$ cat config.mk
export PLATFORM = sky130hd
export DESIGN_NAME = ue_read_retry
export DESIGN_NICKNAME = d
export VERILOG_FILES = /design/src/rtl/rrt_pkg.sv /design/src/rtl/rrt_ctrl.sv /design/src/rtl/rrt_errlog.sv /design/src/rtl/ue_read_retry.sv
export SDC_FILE = /design/constraint.sdc
export NUM_CORES = 1
export LEC_CHECK = 0
export CELL_PAD_IN_SITES_DETAIL_PLACEMENT = 1
export CELL_PAD_IN_SITES_GLOBAL_PLACEMENT = 1
export CORE_UTILIZATION = 25
export DETAILED_ROUTE_END_ITERATION = 12
export PLACE_DENSITY_LB_ADDON = 0.25
export SLEW_MARGIN = 20
export SYNTH_ARGS = -nofsm -noshare
export SYNTH_HDL_FRONTEND = slang
export SYNTH_SLANG_ARGS = --single-unit
$ cat constraint.sdc
create_clock -name clk -period 2.2 [get_ports clk]
set_clock_uncertainty 0.1 [all_clocks]
set_input_delay 0.66 -clock clk [delete_from_list [all_inputs] [get_ports clk]]
set_output_delay 0.66 -clock clk [all_outputs]
set_load 0.05 [all_outputs]
$ cat src/rtl/rrt_pkg.sv
package rrt_pkg;
   typedef enum logic [1:0] {
      ST_IDLE       = 2'd0,
      ST_WAIT_FIRST = 2'd1,
      ST_RETRY      = 2'd2,
      ST_WAIT_RETRY = 2'd3
   } rrt_state_e;

   localparam int CLR_W     = 3;
   localparam int CLR_ESC   = 0;
   localparam int CLR_VALID = 1;
   localparam int CLR_OVF   = 2;
endpackage

$ cat src/rtl/rrt_ctrl.sv
module rrt_ctrl
   import rrt_pkg::*;
#(
   parameter int AW = 16,
   parameter int DW = 32
) (
   input  logic          clk,
   input  logic          rst_n,
   input  logic          cfg_retry_en,
   input  logic          req_valid,
   output logic          req_ready,
   input  logic [AW-1:0] req_addr,
   output logic          rsp_valid,
   output logic [DW-1:0] rsp_data,
   output logic          rsp_poison,
   output logic          mem_req_valid,
   output logic [AW-1:0] mem_req_addr,
   output logic          mem_req_retry,
   input  logic          mem_rsp_valid,
   input  logic [DW-1:0] mem_rsp_data,
   input  logic          mem_rsp_ue,
   output logic          fail_now,
   output logic [AW-1:0] cur_addr
);
   rrt_state_e    state_q;
   logic [AW-1:0] addr_q;
   logic          done_first;
   logic          done_retry;

   assign cur_addr = addr_q;

   always_comb begin
      req_ready     = (state_q == ST_IDLE);
      mem_req_retry = (state_q == ST_RETRY);
      mem_req_valid = (req_ready && req_valid) || mem_req_retry;
      mem_req_addr  = req_ready ? req_addr : addr_q;
      done_first    = (state_q == ST_WAIT_FIRST) && mem_rsp_valid;
      done_retry    = (state_q == ST_WAIT_RETRY) && mem_rsp_valid;
      fail_now      = mem_rsp_ue && (done_retry || (done_first && !cfg_retry_en));
   end

   always_ff @(posedge clk) begin
      if (!rst_n) begin
         state_q    <= ST_IDLE;
         addr_q     <= '0;
         rsp_valid  <= 1'b0;
         rsp_data   <= '0;
         rsp_poison <= 1'b0;
      end else begin
         rsp_valid <= 1'b0;
         case (state_q)
            ST_IDLE: begin
               if (req_valid) begin
                  addr_q  <= req_addr;
                  state_q <= ST_WAIT_FIRST;
               end
            end
            ST_WAIT_FIRST: begin
               if (mem_rsp_valid) begin
                  if (mem_rsp_ue && cfg_retry_en) begin
                     state_q <= ST_RETRY;
                  end else begin
                     rsp_valid  <= 1'b1;
                     rsp_data   <= mem_rsp_data;
                     rsp_poison <= mem_rsp_ue;
                     state_q    <= ST_IDLE;
                  end
               end
            end
            ST_RETRY: state_q <= ST_WAIT_RETRY;
            ST_WAIT_RETRY: begin
               if (mem_rsp_valid) begin
                  rsp_valid  <= 1'b1;
                  rsp_data   <= mem_rsp_data;
                  rsp_poison <= mem_rsp_ue;
                  state_q    <= ST_IDLE;
               end
            end
            default: state_q <= ST_IDLE;
         endcase
      end
   end
endmodule

$ cat src/rtl/rrt_errlog.sv
module rrt_errlog
   import rrt_pkg::*;
#(
   parameter int AW = 16
) (
   input  logic             clk,
   input  logic             rst_n,
   input  logic             fail_now,
   input  logic [AW-1:0]    fail_addr,
   input  logic [CLR_W-1:0] stat_clr,
   output logic             esc_pulse,
   output logic             esc_status,
   output logic             log_valid,
   output logic             log_ovf,
   output logic [AW-1:0]    log_addr
);
   always_ff @(posedge clk) begin
      if (!rst_n) begin
         esc_pulse  <= 1'b0;
         esc_status <= 1'b0;
         log_valid  <= 1'b0;
         log_ovf    <= 1'b0;
         log_addr   <= '0;
      end else begin
         esc_pulse <= fail_now;
         if (fail_now) begin
            esc_status <= 1'b1;
            if (!log_valid) begin
               log_valid <= 1'b1;
               log_addr  <= fail_addr;
            end else begin
               log_ovf <= 1'b1;
            end
         end else begin
            if (stat_clr[CLR_ESC])   esc_status <= 1'b0;
            if (stat_clr[CLR_VALID]) log_valid  <= 1'b0;
            if (stat_clr[CLR_OVF])   log_ovf    <= 1'b0;
         end
      end
   end
endmodule

$ cat src/rtl/ue_read_retry.sv
module ue_read_retry
   import rrt_pkg::*;
#(
   parameter int AW             = 16,
   parameter int DW             = 32,
   parameter bit MIRROR_SUPPORT = 1'b1
) (
   input  logic             clk,
   input  logic             rst_n,
   input  logic             cfg_retry_en,
   input  logic             cfg_mirror_en,
   input  logic             req_valid,
   output logic             req_ready,
   input  logic [AW-1:0]    req_addr,
   output logic             rsp_valid,
   output logic [DW-1:0]    rsp_data,
   output logic             rsp_poison,
   output logic             mem_req_valid,
   output logic [AW-1:0]    mem_req_addr,
   output logic             mem_req_mirror,
   input  logic             mem_rsp_valid,
   input  logic [DW-1:0]    mem_rsp_data,
   input  logic             mem_rsp_ue,
   output logic             esc_pulse,
   output logic             esc_status,
   input  logic [CLR_W-1:0] stat_clr,
   output logic             log_valid,
   output logic             log_ovf,
   output logic [AW-1:0]    log_addr
);
   if (AW < 1) begin : g_bad_aw
      $error("ue_read_retry: AW must be at least 1");
   end
   if (DW < 1) begin : g_bad_dw
      $error("ue_read_retry: DW must be at least 1");
   end

   logic          retry_issue;
   logic          fail_now;
   logic [AW-1:0] cur_addr;

   rrt_ctrl #(.AW(AW), .DW(DW)) u_ctrl (
      .clk          (clk),
      .rst_n        (rst_n),
      .cfg_retry_en (cfg_retry_en),
      .req_valid    (req_valid),
      .req_ready    (req_ready),
      .req_addr     (req_addr),
      .rsp_valid    (rsp_valid),
      .rsp_data     (rsp_data),
      .rsp_poison   (rsp_poison),
      .mem_req_valid(mem_req_valid),
      .mem_req_addr (mem_req_addr),
      .mem_req_retry(retry_issue),
      .mem_rsp_valid(mem_rsp_valid),
      .mem_rsp_data (mem_rsp_data),
      .mem_rsp_ue   (mem_rsp_ue),
      .fail_now     (fail_now),
      .cur_addr     (cur_addr)
   );

   if (MIRROR_SUPPORT) begin : g_mirror
      assign mem_req_mirror = retry_issue && cfg_mirror_en;
   end else begin : g_primary_only
      logic unused_mirror;
      assign unused_mirror  = cfg_mirror_en ^ retry_issue;
      assign mem_req_mirror = 1'b0;
   end

   rrt_errlog #(.AW(AW)) u_errlog (
      .clk       (clk),
      .rst_n     (rst_n),
      .fail_now  (fail_now),
      .fail_addr (cur_addr),
      .stat_clr  (stat_clr),
      .esc_pulse (esc_pulse),
      .esc_status(esc_status),
      .log_valid (log_valid),
      .log_ovf   (log_ovf),
      .log_addr  (log_addr)
   );
endmodule

==> reports/results.ini, run 1 <==
[run_status]
status = finished, violations left
violations = setup timing

[setup_path]
cp_slowest_cell = clkdlybuf4s50_1
cpLargestDelayFamily = buffers and inverters
crit_fanout = 2
cp.required_ps = 1440
crit_path_end_kind = output port
r2r-end = u_ctrl.rsp_data[3]$_SDFFE_PN0P_
critical_path_class = input pin to output port
reg2reg_depth = 5
arrival_ps = 1550
slowest_delay_ps = 430
reg2reg_slack_ps = 710
cp_num_buf_inv = 2
cp-start-kind = input pin
cp_cell_sequence = clkdlybuf4s50_1 -> mux2_2 -> buf_12

[timing]
rsz0062_at_grt = yes
finalWorstSetupSlack_ps = -112
fmax_ghz = 0.432
slew_viol_final = 0
period_share_pct = 105
holdWs_ps = 358
maxSlewHeadroom_pct = 68.0
hold_violations = 0
period_needed_ps = 2310
tightest_slew_ps = 476
finalSetupViolCount = 16

[grt]
grt_use_total_pct = 14.5
grt_pass1_wl_mm = 12.8
grt_pass1_vias = 2519
antenna_found_initial = 0
grt_overflow_total = 0
grt_max_degree = 51

[synthesis]
ys_ff_latch = 72
synth_area_mm2 = 0.00274
syn_inst = 264
syn_nets = 322
synth_seq_area_share_pct = 52.7
postSynthAreaPerCell_um2 = 10.4
synth_cell_types = 30
yosysWarnings = 0

[placement]
place_inst = 521
dp_hpwl_mm = 5.77
routabilityCongestion = 0.707
portBuffers = 130

[cells_and_area]
drive_gt1_share_pct = 31.6
mostFrequentLayoutCells = 70 x dfxtp_1, 66 x nand2_1, 61 x buf_4
nFillCells = 1174
fin_cells = 538
layout_commonest_cell = dfxtp_1
seq_area_mm2 = 0.00144
multi_input_area_mm2 = 0.00123
nNetsFinal = 455
area_growth_pct = 67.6
diodes = 0

[clock_network]
cts.htree.levels = 3
cts_inserted_buffers = 9
cts_tree = built
root_buffer = clkbuf_8
clock_latency_ps = 340
clk_pin_slew_worst_paths_ps = 80
clock-sinks = 72
cts_buffer_depth = 2

[pwr]
peakVddDrop_mv = 0.310
p_total_mw = 3.52
powerDensity_mw_per_mm2 = 766
leakagePower_nw = 1.96

[floorplanning]
rows = 37
die_area_mm2 = 0.0114
start_util_pct = 26.2
fp.dieH_um = 107
die_w_um = 107
io_pins = 131
fp.coreArea_mm2 = 0.0105

[drt]
ant_nets = 0
drt_wl_total_mm = 8.08
firstDrtPassIters = 4
drt-vias-per-instance = 4.55
wl_per_cell_um = 15.0
drt_iter0_markers = 77
vias = 2449
drc_errors = 0

[min_path]
hp-start = u_errlog.log_addr[13]$_SDFFE_PN0P_
min_delay_path_depth = 2
hold_end = u_errlog.log_addr[13]$_SDFFE_PN0P_
hp-class = flop to flop

[run]
drv_cap = 0

-- worst max path at each step --
stage	from	end	slack [ps]	depth (start not counted)
floorplan	flop	mem_req_addr[10]	100	4
global placement	req_valid	mem_req_valid	-160	4
detailed placement	req_valid	mem_req_valid	-130	4
CTS	req_addr[12]	mem_req_addr[12]	-110	3
global route	req_addr[11]	mem_req_addr[11]	-150	3
finish	req_addr[11]	mem_req_addr[11]	-110	3
-- worst reg2reg max path, stage by stage (launching register included) --
cell and delay, ps:
dfxtp_2 340, buf_4 160, nand3b_1 190, and3_1 230, buf_12 170, a22o_1 200
-- power breakdown --
part	leakage, nW	switching, mW	internal (mW)
combinational	1.26	0.448	0.404
clock	0.119	0.522	0.755
sequential	0.586	0.0332	1.35
-- cell type report --
cell class,instances,share of cell area (%)
inverter,2,0.164
clock inverter,7,2.62
sequential,72,31.5
tap,136,3.71
clock buffer,9,2.70
timing repair buffer,142,32.6
multi-input combinational,170,26.7
-- metal layers --
metal	global-route usage (%)	share of wire (%)
met1	17.2	45
met5	0	0
met2	24.0	47
met3	5.17	7.6
met4	4.99	1.1
-- stage by stage --
step | setup WS [ps] | util [%] | cell area [um2] | setup TNS, ps
5_1_grt | -148 | 43.9 | 4590 | -1820
4_1_cts | -114 | 43.6 | 4560 | -1550
6_report | -112 | 43.9 | 4590 | -938
2_1_floorplan | 97.6 | - | 2750 | 0
3_5_place_dp | -132 | 41.1 | 4300 | -1770
3_3_place_gp | -162 | 41.1 | 4300 | -1570
-- logic make-up (layout without fill, tap and decap cells) --
family          Yosys count  in the layout  synth area share (%)
flops                    72             72                  52.7
simple gates             82             82                  13.7
buf+inv                  22            160                  4.07
compound gates           56             56                  17.2
mux                      32             32                  12.4
-- what timing repair did --
item	4_1_cts	5_1_grt
gates resized for setup	14	10
pin swaps	0	1
setup endpoints to repair	19	17
buffers inserted	1	0
hold buffers	0	0
-- state kept, by name, summed over array words and instances, names as in the netlist, named ones only --
register             flops
u_errlog.log_ovf         1
u_ctrl.rsp_data         32
u_errlog.esc_pulse       1
u_ctrl.rsp_poison        1
u_errlog.esc_status      1
u_ctrl.cur_addr         16
u_ctrl.state_q           1
u_errlog.log_addr       16
u_ctrl.rsp_valid         1
u_errlog.log_valid       1
-- Yosys cell counts --
library cell,instances,area [um2]
a21boi_1,10,75.1
a21boi_0,6,45.0
nor3_1,1,5.00
nand2_1,66,248
a2111oi_0,1,8.76
inv_1,1,3.75
buf_2,11,55.1
o21a_1,3,22.5
nor2_1,2,7.51
mux2_2,16,180
a21boi_2,1,11.3
nand3b_1,1,7.51
nand2_4,1,11.3
inv_2,1,3.75
nor4_4,1,21.3
buf_1,2,7.51
and3b_1,1,8.76
nor3b_2,1,12.5
clkbuf_1,5,18.8
or3b_1,1,8.76
a22o_1,33,289
o311a_1,1,10.0
and2_1,2,12.5
mux2i_1,16,160
buf_6,2,22.5
dfxtp_1,72,1440
nor2_2,1,6.26
nor2b_1,3,18.8
and3_1,1,6.26
a31o_2,1,8.76
Power figures use the tool's default switching activity.
==> run 2: changes to the inputs <==
CTS_BUF_LIST = sky130_fd_sc_hd__clkbuf_4   (was not set)
SYNTH_HIERARCHICAL = 1   (was not set)
==> run 2 against run 1 <==
The run still ends with setup timing left; wire length decreased by 5.3%; critical path depth increased by 1; die area increased by 2.3%; largest power group unchanged; fmax decreased by 0.36%; register-to-register slack got worse by 320 ps; global-route usage decreased by 0.82 points; worst hold slack improved by 3.1 ps; non-clock buffer count increased by 11; utilization decreased by 3.4 points; sequential power about the same; first-iteration DRC count decreased by 60%.
==> reports/results.ini, run 2 <==
[run_status]
status = finished, violations left
violations = setup timing

[drt]
drt_iter0_markers = 31  ; -60%
ant_nets = 0  ; unchanged
wl_per_cell_um = 14.3  ; -4.8%
drt_wl_total_mm = 7.66  ; -5.3%
drt-vias-per-instance = 4.43  ; -2.6%
vias = 2371  ; -3.2%
firstDrtPassIters = 4  ; unchanged
drc_errors = 0  ; unchanged

[cells_and_area]
diodes = 0  ; unchanged
nFillCells = 1212  ; +3.2%
mostFrequentLayoutCells = 72 x buf_4, 70 x dfxtp_1, 55 x clkdlybuf4s50_1
layout_commonest_cell = buf_4
drive_gt1_share_pct = 36.5  ; +4.9 points
area_growth_pct = 57.4
nNetsFinal = 449  ; -1.3%
largest_register_ffs = 32  ; unchanged
final_util_pct = 40.5  ; -3.4 points
regMostFlops = u_ctrl/rsp_data

[setup_path]
cpLargestDelayFamily = multiplexers
cp-start-kind = flop
cp.required_ps = 1440  ; about the same
arrival_ps = 1560  ; about the same
cp_slowest_cell = mux2_2
cp_cell_sequence = nor2_4 -> buf_12 -> mux2_2 -> buf_6
slowest_delay_ps = 360  ; -70 ps
critical_path_class = flop to output port
cp_num_buf_inv = 2  ; unchanged
crit_fanout = 17  ; +15
crit_path_end_kind = output port

[timing]
period_needed_ps = 2320  ; +8.24 ps
hold_violations = 0  ; unchanged
finalSetupViolCount = 17  ; +1
fmax_ghz = 0.431  ; -0.36%
slew_viol_final = 0  ; unchanged
tightest_slew_ps = 486  ; +9.60 ps
finalWorstSetupSlack_ps = -121  ; -8.24 ps
rsz0062_at_grt = yes
maxSlewHeadroom_pct = 67.7  ; -0.27 points
period_share_pct = 105  ; +0.37 points

[clock_network]
cts_tree = built
cts_buffer_depth = 2  ; unchanged
clock-sinks = 72  ; unchanged
clk_pin_slew_worst_paths_ps = 120  ; +40 ps
clock_latency_ps = 400  ; +60 ps
cts.htree.levels = 3  ; unchanged
cts_inserted_buffers = 9  ; unchanged
root_buffer = clkbuf_4

[run]
drv_cap = 0  ; unchanged

[floorplanning]
start_util_pct = 25.7  ; -0.42 points
rows = 38  ; +2.7%
die_w_um = 108  ; +1.2%
fp.dieH_um = 108  ; +1.2%
fp.coreArea_mm2 = 0.0109  ; +4.1%
io_pins = 131  ; unchanged
die_area_mm2 = 0.0116  ; +2.3%

[synthesis]
yosysMostFrequentCell = dfxtp_1
synth_area_leader_cell = dfxtp_1
postSynthAreaPerCell_um2 = 11.5  ; +11%
synth_area_mm2 = 0.00280  ; +2.4%
synthTopCellsByCount = 72 x dfxtp_1, 33 x nand2_1, 32 x mux2i_1
syn_inst = 244  ; -7.6%
synth.area.top_cells = dfxtp_1 51%, mux2i_1 11%, a22o_1 9.4%, mux2_2 6.4%, nand2_1 4.4%
yosysWarnings = 6  ; +6
synth_edf_count = 0  ; unchanged
syn_nets = 302  ; -6.2%
synth_flop_cell = dfxtp_1
synth_cell_types = 31  ; +3.3%
synth_top_area_share_pct = 51.4  ; -1.2 points
synth_seq_area_share_pct = 51.4  ; -1.2 points
ys_ff_latch = 72  ; unchanged
ys_async_sr_fraction_pct = 0  ; unchanged

[placement]
portBuffers = 130  ; unchanged
post-place-ws_ps = -184  ; -51.3 ps
dp_hpwl_mm = 5.58  ; -3.3%
routabilityCongestion = 0.669  ; -5.5%

[pwr]
peakVddDrop_mv = 0.322  ; +4.0%
powerDensity_mw_per_mm2 = 696  ; -9.1%
leakagePower_nw = 1.83  ; -6.9%

[grt]
grt_pass1_vias = 2470  ; -1.9%
antenna_found_initial = 0  ; unchanged
grt_overflow_total = 0  ; unchanged
grt_pass1_wl_mm = 12.1  ; -5.6%
grt_max_degree = 36  ; -29%
grt_use_total_pct = 13.6  ; -0.82 points

[min_path]
hp-start = u_errlog/log_ovf$_SDFFE_PN0P_
hp-class = flop to flop

## run 2: cell count changes in the layout (fill, tap and decap cells not counted), sizes merged, moves of 5 or more
cell,change
nand2,-33
nor2b,+17
a21boi,-16
mux2i,+16
buf,+11
clkdlybuf4s50,+10
dlygate4sd2,-5
dlymetal6s2s,-5
## run 2: final cells by class
cell class	instances	area [um2]	share of cell area [%]
flip-flops and latches	72	1440	32.7
repair buffers	153	1430	32.3
multi-input cells	154	1230	27.9
well taps	140	175	3.97
clock buffers	9	67.6	1.53
clock inverters	6	61.3	1.39
inverters	1	6.26	0.142
## run 2: worst register-to-register path: cells and delay by family (launching register included)
kind                   cells  cell delay, ps
AND/OR/NAND/NOR            4             540
buffers and inverters      4             520
multiplexers               1             200
flip-flops                 1             370
## run 2: logic make-up after synthesis
kind of cell	after synthesis	share of synthesized area (%)
and+or+nand+nor	66	12.4
buffers and inverters	18	5.49
AOI/OAI and AO/OA	40	12.8
muxes	48	17.9
DFF	72	51.4
## run 2: path summary, 6_finish.rpt
path	end	slack (ps)	cells after the start
min	u_errlog/log_ovf$_SDFFE_PN0P_	360	2
max	mem_req_addr[8]	-120	4
max reg2reg	u_errlog/log_addr[15]$_SDFFE_PN0P_	390	9
min reg2reg	u_errlog/log_ovf$_SDFFE_PN0P_	360	2
## run 2: repair_timing
| item | 4_1_cts | 5_1_grt |
|---|---|---|
| gates resized for setup | 27 | 0 |
| endpoints found under the hold margin | 0 | 0 |
| buffers inserted | 3 | 0 |
| hold buffers | 0 | 0 |
| pin swaps | 4 | 0 |
| endpoints found under the setup margin | 19 | 18 |
## run 2: stage by stage
step                cell area, um2  instances  total power [mW]  hold WS, ps  TNS [ps]
CTS                           4410        535              3.14          364     -2940
floorplan                     2810        244              1.94          348         0
global placement              4180        517              2.25          341     -3010
global route                  4410        535              3.23          387     -3770
finish                        4410        535              3.07          361     -1880
detailed placement            4180        517              2.27          345     -5490
## run 2: metal layers
metal | part of all wire [%] | vias up | track usage [%]
li1 | - | 1153 | -
met4 | 1.6 | 0 | 6.46
met3 | 7.8 | 11 | 4.36
met5 | 0 | - | 0
met1 | 43 | 1119 | 15.9
met2 | 47 | 88 | 22.6
## run 2: where the power goes
part,switching [mW],total [mW],internal (mW)
clock network,0.461,0.795,0.334
registers,0.0384,1.40,1.36
logic,0.481,0.874,0.393
total,0.980,3.07,2.09
==> run 3: changes to the inputs <==
GPL_TIMING_DRIVEN = 0   (was not set)
==> run 3 against run 2 <==
The run still ends with setup timing left; wire length is 7.0% higher; sequential power hardly changed; power is 5.9% higher; combinational power is 5.1% higher; setup slack worse by 9.2 ps; fmax is 0.40% lower; register-to-register slack better by 40 ps; clock power is 17% higher; first-iteration DRC count is 6.5% lower; via count is 1.1% lower; global-route usage is 0.79 points higher; worst hold slack better by 3.0 ps; critical path type unchanged; largest cell class is now non-clock buffers.
==> reports/results.ini, run 3 (synthesis results as in run 2) <==
[pwr]
leakagePower_nw = 2.04  ; +12%
peakVddDrop_mv = 0.303  ; -6.2%
p_total_mw = 3.25  ; +5.9%
pwr-share-clk_pct = 28.7  ; +2.8 points
pwr-share-seq_pct = 43.1  ; -2.5 points
powerDensity_mw_per_mm2 = 713  ; +2.5%
swShare_pct = 31.3  ; -0.66 points
netSwitchingPower_mw = 1.02  ; +3.8%
power.share.combinational_pct = 28.3  ; -0.2 points
p_int_mw = 2.24  ; +7.0%

[timing]
fmax_ghz = 0.429  ; -0.40%
finalWorstSetupSlack_ps = -130  ; -9.21 ps
rsz0062_at_grt = yes
holdWs_ps = 365  ; +3.04 ps
slew_viol_final = 0  ; unchanged
maxSlewHeadroom_pct = 65.5  ; -2.2 points
finalSetupViolCount = 17  ; unchanged
period_share_pct = 106  ; +0.42 points
hold_violations = 0  ; unchanged
fin_tns_setup_ps = -2000  ; -122 ps
period_needed_ps = 2330  ; +9.21 ps
tightest_slew_ps = 520  ; +33.5 ps

[setup_path]
r2r-end = u_errlog/log_addr[6]$_SDFFE_PN0P_
cp_slowest_cell = dfxtp_4
critical_path_class = flop to output port
cp.required_ps = 1440  ; about the same
crit_fanout = 5  ; -12
crit_end = mem_req_addr[8]
crit_path_end_kind = output port
arrival_ps = 1570  ; about the same
cp_cell_sequence = nor2_4 -> buf_6 -> mux2_4 -> buf_8
regToRegStartpoint = u_ctrl/state_q[0]$_SDFFE_PN0P_
worstSetupPathDepth = 4  ; unchanged
cp-start-kind = flop
slowest_delay_ps = 380  ; +20 ps
cpLargestDelayFamily = flip-flops
reg2reg_depth = 8  ; -1
cp_num_buf_inv = 2  ; unchanged
reg2reg_slack_ps = 430  ; +40 ps

[floorplanning]
rows = 38  ; unchanged
fp.dieH_um = 108  ; unchanged
fp.coreArea_mm2 = 0.0109  ; unchanged
start_util_pct = 25.7  ; unchanged
die_area_mm2 = 0.0116  ; unchanged
die_w_um = 108  ; unchanged
io_pins = 131  ; unchanged

[run_status]
status = finished, violations left
violations = setup timing

[cells_and_area]
seq_area_mm2 = 0.00145  ; +0.35%
fin_cells = 534  ; -0.19%
drive_gt1_share_pct = 22.3  ; -14 points
largest_register_ffs = 32  ; unchanged
area_growth_pct = 62.7
nFillCells = 1222  ; +0.83%
final_util_pct = 41.9  ; +1.4 points
mostFrequentLayoutCells = 70 x dfxtp_1, 56 x clkdlybuf4s50_1, 53 x dlygate4sd2_1
diodes = 0  ; unchanged
regMostFlops = u_ctrl/rsp_data
nNetsFinal = 448  ; -0.22%
layout_commonest_cell = dfxtp_1
multi_input_area_mm2 = 0.00128  ; +3.9%
fin_area_mm2 = 0.00456  ; +3.4%

[placement]
placed_area_mm2 = 0.00428  ; +2.5%
portBuffers = 130  ; unchanged
routabilityCongestion = 0.686  ; +2.5%
place_inst = 514  ; -0.58%
dp_hpwl_mm = 5.86  ; +5.1%
post-place-ws_ps = -1250  ; -1060 ps

[drt]
wl_per_cell_um = 15.3  ; +7.2%
firstDrtPassIters = 3  ; -1
drt_wl_total_mm = 8.19  ; +7.0%
drt_iter0_markers = 29  ; -6.5%
drc_errors = 0  ; unchanged
drt-vias-per-instance = 4.39  ; -0.87%
ant_nets = 0  ; unchanged
vias = 2346  ; -1.1%

[clock_network]
clock_latency_ps = 410  ; about the same
root_buffer = clkbuf_4
ctsHoldBuffers = 0  ; unchanged
cts_buffer_depth = 2  ; unchanged
clk_pin_slew_worst_paths_ps = 130  ; about the same
cts.htree.levels = 3  ; unchanged
cts_tree = built
clock-sinks = 72  ; unchanged
cts_inserted_buffers = 9  ; unchanged

[run]
drv_cap = 0  ; unchanged

[grt]
grt_max_degree = 13  ; -64%
grt_pass1_wl_mm = 12.8  ; +5.6%
grt_pass1_vias = 2506  ; +1.5%
grt_use_total_pct = 14.4  ; +0.79 points
grt_overflow_total = 0  ; unchanged
antenna_found_initial = 0  ; unchanged

[min_path]
hp-class = flop to flop

run 3: timing repair:
action | CTS | global route
buffers inserted | 7 | 0
pin swaps | 2 | 1
resized for setup | 229 | 6
endpoints found under the setup margin | 73 | 21
gates cloned | 1 | 0
run 3: worst register-to-register path, cell delays in order (launching register included):
cell	delay (ps)
dfxtp_4	380
buf_6	120
nand2_2	80
nor2_1	140
and2_2	220
nor2b_4	160
buf_6	160
buf_12	150
mux2i_1	190
run 3: final cells by class:
| class | count | area share, % |
|---|---|---|
| flip-flops and latches | 72 | 31.8 |
| repair buffers | 137 | 30.1 |
| multi-input cells | 154 | 28.0 |
| well taps | 140 | 3.84 |
| plain buffers | 15 | 2.80 |
| clock inverters | 6 | 1.87 |
| clock buffers | 9 | 1.48 |
| inverters | 1 | 0.0823 |
run 3: layer usage:
| layer | up-vias | wire length, um | GRT usage, % |
|---|---|---|---|
| li1 | 1143 | - | - |
| met1 | 1111 | 3690 | 16.8 |
| met2 | 84 | 3820 | 24.8 |
| met3 | 8 | 563 | 4.12 |
| met4 | 0 | 109 | 5.87 |
| met5 | - | 0 | 0 |
run 3: worst min path at each step:
stage                                             from                                  to  depth (start not counted)
finish               u_errlog/log_addr[5]$_SDFFE_PN0P_   u_errlog/log_addr[5]$_SDFFE_PN0P_                          2
global route         u_errlog/log_addr[1]$_SDFFE_PN0P_   u_errlog/log_addr[1]$_SDFFE_PN0P_                          2
detailed placement   u_errlog/log_addr[4]$_SDFFE_PN0P_   u_errlog/log_addr[4]$_SDFFE_PN0P_                          2
global placement    u_errlog/log_addr[15]$_SDFFE_PN0P_  u_errlog/log_addr[15]$_SDFFE_PN0P_                          2
floorplan              u_ctrl/cur_addr[2]$_SDFFE_PN0P_   u_errlog/log_addr[2]$_SDFFE_PN0P_                          2
CTS                  u_errlog/log_addr[5]$_SDFFE_PN0P_   u_errlog/log_addr[5]$_SDFFE_PN0P_                          2
run 3: power groups by stage:
stage	sequential, mW	clock (mW)	combinational, mW
6_report	1.40	0.933	0.919
5_1_grt	1.41	1.03	0.965
4_1_cts	1.40	0.973	0.948
3_5_place_dp	1.43	0	0.834
3_3_place_gp	1.43	0	0.827
2_1_floorplan	1.54	0	0.405
